### src/rtl/rl_pkg.sv
package rl_pkg;
  // traffic classes, also used as the index of the per-class meters
  typedef enum logic {
    CLS_LO = 1'b0,
    CLS_HI = 1'b1
  } rl_cls_e;

  localparam int NUM_CLS     = 2;
  // one limit step equals 2**BLOCK_SHIFT bytes per window
  localparam int BLOCK_SHIFT = 12;

  // a registered verdict waiting for its consumer
  typedef struct packed {
    logic valid;
    logic accept;
  } rl_dec_t;
endpackage

### src/rtl/rl_window_timer.sv
module rl_window_timer #(
  parameter int WIN_CYCLES = 125_000_000
) (
  input  logic clk,
  input  logic rst_n,
  output logic tick
);
  localparam int CW = (WIN_CYCLES > 1) ? $clog2(WIN_CYCLES) : 1;
  localparam logic [CW-1:0] LAST = CW'(WIN_CYCLES - 1);

  logic [CW-1:0] phase_q;

  assign tick = (phase_q == LAST);

  always_ff @(posedge clk) begin
    if (!rst_n) begin
      phase_q <= '0;
    end else if (tick) begin
      phase_q <= '0;
    end else begin
      phase_q <= phase_q + 1'b1;
    end
  end
endmodule

### src/rtl/rl_byte_meter.sv
module rl_byte_meter #(
  parameter int LEN_W = 11,
  parameter int LIM_W = 12,
  parameter int CNT_W = 25
) (
  input  logic             clk,
  input  logic             rst_n,
  input  logic             win_clr,
  input  logic             police,
  input  logic [LIM_W-1:0] limit,
  input  logic [LEN_W-1:0] len,
  input  logic             take,
  output logic             fits
);
  import rl_pkg::*;

  localparam int SUM_W = CNT_W + 1;
  localparam int BUD_W = LIM_W + BLOCK_SHIFT;

  logic [CNT_W-1:0] used_q;
  logic [CNT_W-1:0] base;
  logic [SUM_W-1:0] sum;
  logic [SUM_W-1:0] budget;
  logic [CNT_W-1:0] sum_sat;

  // window start wins over the old count in the same cycle
  assign base    = win_clr ? '0 : used_q;
  assign sum     = {1'b0, base} + {{(SUM_W-LEN_W){1'b0}}, len};
  assign budget  = {{(SUM_W-BUD_W){1'b0}}, limit, {BLOCK_SHIFT{1'b0}}};
  assign fits    = !police || (sum <= budget);
  assign sum_sat = sum[CNT_W] ? {CNT_W{1'b1}} : sum[CNT_W-1:0];

  always_ff @(posedge clk) begin
    if (!rst_n) begin
      used_q <= '0;
    end else if (take && fits) begin
      used_q <= sum_sat;
    end else begin
      used_q <= base;
    end
  end
endmodule

### src/rtl/rl_decision_reg.sv
module rl_decision_reg (
  input  logic clk,
  input  logic rst_n,
  input  logic in_valid,
  output logic in_ready,
  input  logic verdict,
  output logic fire,
  output logic dec_valid,
  input  logic dec_ready,
  output logic dec_accept
);
  import rl_pkg::*;

  rl_dec_t slot_q;

  assign in_ready   = !slot_q.valid || dec_ready;
  assign fire       = in_valid && in_ready;
  assign dec_valid  = slot_q.valid;
  assign dec_accept = slot_q.accept;

  always_ff @(posedge clk) begin
    if (!rst_n) begin
      slot_q <= '0;
    end else if (fire) begin
      slot_q.valid  <= 1'b1;
      slot_q.accept <= verdict;
    end else if (dec_ready) begin
      slot_q.valid  <= 1'b0;
    end
  end
endmodule

### src/rtl/rl_policer.sv
module rl_policer #(
  parameter int WIN_CYCLES = 125_000_000,
  parameter int LEN_W      = 11,
  parameter int LIM_W      = 12
) (
  input  logic             clk,
  input  logic             rst_n,
  input  logic             en,
  input  logic             prio_en,
  input  logic [LIM_W-1:0] lim_hi,
  input  logic [LIM_W-1:0] lim_lo,
  input  logic             in_valid,
  output logic             in_ready,
  input  logic [LEN_W-1:0] in_len,
  input  logic             in_hi,
  output logic             dec_valid,
  input  logic             dec_ready,
  output logic             dec_accept
);
  import rl_pkg::*;

  localparam int CNT_W = LIM_W + BLOCK_SHIFT + 1;

  logic                win_tick;
  logic                fire;
  logic                verdict;
  rl_cls_e             cls;
  logic [NUM_CLS-1:0]  fits_v;
  logic [LIM_W-1:0]    lim_v [NUM_CLS];

  assign cls      = (prio_en && in_hi) ? CLS_HI : CLS_LO;
  assign lim_v[0] = lim_lo;
  assign lim_v[1] = lim_hi;
  assign verdict  = fits_v[cls];

  rl_window_timer #(
    .WIN_CYCLES(WIN_CYCLES)
  ) u_win (
    .clk  (clk),
    .rst_n(rst_n),
    .tick (win_tick)
  );

  for (genvar c = 0; c < NUM_CLS; c++) begin : g_meter
    rl_byte_meter #(
      .LEN_W(LEN_W),
      .LIM_W(LIM_W),
      .CNT_W(CNT_W)
    ) u_meter (
      .clk    (clk),
      .rst_n  (rst_n),
      .win_clr(win_tick),
      .police (en),
      .limit  (lim_v[c]),
      .len    (in_len),
      .take   (fire && (cls == rl_cls_e'(c))),
      .fits   (fits_v[c])
    );
  end

  rl_decision_reg u_dec (
    .clk       (clk),
    .rst_n     (rst_n),
    .in_valid  (in_valid),
    .in_ready  (in_ready),
    .verdict   (verdict),
    .fire      (fire),
    .dec_valid (dec_valid),
    .dec_ready (dec_ready),
    .dec_accept(dec_accept)
  );
endmodule

### config.mk
export PLATFORM = sky130hd
export DESIGN_NAME = rl_policer
export DESIGN_NICKNAME = d
export VERILOG_FILES = /design/src/rtl/rl_pkg.sv /design/src/rtl/rl_window_timer.sv /design/src/rtl/rl_byte_meter.sv /design/src/rtl/rl_decision_reg.sv /design/src/rtl/rl_policer.sv
export SDC_FILE = /design/constraint.sdc
export NUM_CORES = 1
export LEC_CHECK = 0
export BUFFER_PORTS_ARGS = -buffer_cell sky130_fd_sc_hd__buf_2
export CAP_MARGIN = 20
export CORE_MARGIN = 10
export CORE_UTILIZATION = 42
export CTS_BUF_LIST = sky130_fd_sc_hd__clkbuf_2 sky130_fd_sc_hd__clkbuf_4 sky130_fd_sc_hd__clkbuf_8
export CTS_CLUSTER_DIAMETER = 60
export DETAILED_ROUTE_END_ITERATION = 8
export GPL_TIMING_DRIVEN = 1
export SLEW_MARGIN = 20
export SYNTH_ARGS = -nofsm -noshare
export SYNTH_HDL_FRONTEND = slang
export SYNTH_SLANG_ARGS = --single-unit
export TNS_END_PERCENT = 100
### constraint.sdc
create_clock -name clk -period 6.38 [get_ports clk]
set_clock_uncertainty 0.05 [all_clocks]
set_input_delay 0.957 -clock clk [delete_from_list [all_inputs] [get_ports clk]]
set_output_delay 0.957 -clock clk [all_outputs]
set_load 0.05 [all_outputs]
==> metrics.md <==
| Metric | Value |
|---|---|
| Clock sink count | `79` |
| Top Layer Used | `met4` |
| Die ar. | `19800 sq um` |
| Metal-1 WL | `8.44 mm` |
| Final number of hold-violating endpoints | `0` |
| Die Y | `141 um` |
| Metal2 WL | `8.83 mm` |
| Top cells by area, synth | `dfxtp_1 26%, ha_1 9.6%, xor2_1 5.3%` |
| Max_slew headroom | `0.414` |
| Width of the chip | `141 um` |
| Share of cells above drive strength 1 | `0.233` |
| DR WL/cell | `17.4 um` |
| Worst setup SP type | `register` |
| Reg2reg start | `u_win.phase_q[21]$_SDFF_PP0_` |
| Register area share after synthesis | `0.259` |
| Pwr per Cell Area | `173 nW/um^2` |
| Critical path endpoint category | `register` |
| Crit path max fanout | `10` |
| Number of global-route vias before repair | `6038` |
| Worst path required time | `6.59 ns` |
| IO buf count | `44` |
| Placed cells | `1042` |
| CTS buffer count | `9` |
| Hold Buf Count CTS | `0` |
| Slowest CP cell | `or4_4` |
| Cell count after synthesis | `783` |
| Synth warn | `0` |
| Crit. Startpoint | `u_win.phase_q[21]$_SDFF_PP0_` |
| First-pass GRT wire length | `29.5 mm` |
| Root Buffer | `clkbuf_8` |
| Residual DRC | `0` |
| Total track usage | `0.177` |
| Worst hold path class | `register to register` |
| Clock slew at reported path FFs | `0.09 ns` |
| GRT overflow | `0` |
| Post-route minimum period | `6.27 ns` |
| First DRT Iteration DRCs | `355` |
| Most common cell after layout, fill and taps aside | `nor2_1` |
| Worst vdd ir | `0.101 mV` |
| FP Rows | `44` |
| Worst-Margin Slew | `0.871 ns` |
| CP max stage delay | `0.58 ns` |
| Antenna Diode Count | `0` |
| Syn Area/Cell | `7.81 sq um` |
| CTS HTree Levels | `3` |
| Fin. max-slew vios | `0` |
| Clk Latency, worst-skew pair | `0.38 ns` |
| GPL Wtd Cong | `0.891` |
| Fmax | `159 MHz` |
| Antenna violations before repair | `0` |
| Area Growth Syn to Fin | `25.1%` |
| RSZ-0062 raised after global routing | `true` |
| Post-layout util | `0.532` |
| Crit-path most repeated cell | `or4_4` |
| FFs w/ async S/R, synth | `0` |
| Core area | `14400 sq um` |
| Pin count of the biggest net entering global routing | `34` |
| Met3 Wirelength | `989 um` |
| P_leak | `3.15 nW` |
| Drt first pass iters | `5` |
| Worst setup path class | `register to register` |
| Post-DRT Antenna Nets | `0` |
| I/O pin count | `45` |
| Fin crit share | `0.983` |
| Post-synth EDFFs | `0` |
| Critical path, cell by cell | `nand4_1 -> or4_4 -> or4_4 -> buf_12 -> and2_1 -> ha_4 -> and3_1 -> and4bb_2 -> nor3_4 -> buf_4 -> a21oi_1 -> nand4_1 -> or4_4 -> xor2_1 -> nor2_1 -> ha_1 -> nand4_1 -> or3_1 -> or4_4 -> nor4_4 -> nor2_4 -> buf_12 -> buf_12 -> o311a_1` |
| Mapped cell area | `6110 sq um` |
| Cell variety after synth | `74` |
| Fin worst setup slack | `0.108 ns` |
| Crit path max-delay family | `simple AND/OR/NAND/NOR gates` |
| Final net count | `975` |
| Vias | `6217` |
| Top_reg_cell synth | `dfxtp_1` |
| Finished Layout Cells | `1073` |
| Initial core utilization | `0.425` |
| CTS Buffer Depth | `2` |
| Hpwl dp | `13.5 mm` |
| CP bufs+invs | `4` |
| Vias per cell | `5.79` |
| HP Start | `g_meter[0].u_meter.used_q[4]$_SDFF_PN0_` |
| DP Worst Slack | `-0.124 ns` |
| Critical Path AT | `6.49 ns` |
| Synthesized net count | `874` |
| CTS tree | `yes` |
| #FFs+latches synth | `79` |
| WL final | `18.6 mm` |
| Max cap viols | `0` |
| Top-area cell type share of the netlist area | `0.259` |
| Synth area leader | `dfxtp_1` |
| Status | `finished clean` |
| Most frequent cells in the layout | `79 x nor2_1, 73 x dfxtp_1, 69 x nand2_1, 68 x buf_4, 45 x buf_2` |
| Final setup vio count | `0` |
## per-layer routing
metal,vias to the layer above,global-route usage
met2,167,0.293
met3,34,0.0433
met1,2959,0.225
li1,3057,-
met5,-,0
met4,0,0.0435
## layout make-up
type                       count  area, sq um
fill                        1362         6720
inverter                      36          135
tap                          184          230
sequential                    79         1590
clock inverter                 6         73.8
timing repair buffer         121          918
clock buffer                  10          138
multi-input combinational    637         4560
## cells in the mapped netlist (23+ instances only)
cell type	count
a21oi_1	34
and2_1	25
clkbuf_1	23
dfxtp_1	79
ha_1	47
inv_1	35
nand2_1	69
nand3_1	41
nor2_1	82
o21ai_0	33
xnor2_1	23
xor2_1	37
## path summary, 6_finish.rpt
path	slack, ns	endpoint	depth (start not counted)
worst min-delay path	0.45	g_meter[0].u_meter.used_q[4]$_SDFF_PN0_	2
worst max-delay path	0.11	g_meter[0].u_meter.used_q[5]$_SDFF_PN0_	24
worst min register to register	0.45	g_meter[0].u_meter.used_q[4]$_SDFF_PN0_	2
worst max register to register	0.11	g_meter[0].u_meter.used_q[5]$_SDFF_PN0_	24
## flip-flops by register name, summed over array words and instances, names as in the netlist
register / cells
g_meter.u_meter.used_q: 50
u_dec.dec_accept: 1
u_dec.dec_valid: 1
u_win.phase_q: 27
## worst reg2reg max path: cells and delay by family, from the launching register on
| family | cells | cell delay [ns] |
|---|---|---|
| AO/OA/AOI/OAI | 2 | 0.48 |
| adder cells (fa/ha/maj) | 2 | 0.61 |
| AND/OR/NAND/NOR | 15 | 3.85 |
| XOR/XNOR | 1 | 0.20 |
| flip-flops | 1 | 0.34 |
| buffers and inverters | 4 | 0.62 |
## cells by family after synthesis
family,share of synthesized area
and+or+nand+nor,0.300
AOI/OAI and AO/OA,0.200
DFF,0.259
buffers and inverters,0.0444
xor gates and xnor gates,0.0860
adders and majority gates,0.103
muxes,0.00819
## where the power goes
group          switching, W  leakage, nW  total [W]  internal, W
Sequential       0.00000896        0.645   0.000522     0.000513
Clock              0.000214        0.108   0.000411     0.000198
Combinational      0.000218         2.40   0.000394     0.000176
Total              0.000441         3.15    0.00133     0.000886
## what timing repair did
action | CTS | global route
buffers inserted | 4 | 7
pin swaps | 7 | 18
endpoints found under the setup margin | 20 | 49
resized for setup | 9 | 42
gates cloned | 0 | 3
## per-stage QoR
stage / area, sq um / total power [W] / hold slack, ns / setup TNS (ns)
4_1_cts: 7300 / 0.00130 / 0.426 / 0
6_report: 7650 / 0.00133 / 0.452 / 0
2_1_floorplan: 6170 / 0.000761 / 0.380 / 0
3_3_place_gp: 7000 / 0.000863 / 0.411 / 0
3_5_place_dp: 7000 / 0.000873 / 0.411 / -1.27
5_1_grt: 7650 / 0.00139 / 0.483 / -1.29
Power figures use the tool's default switching activity.
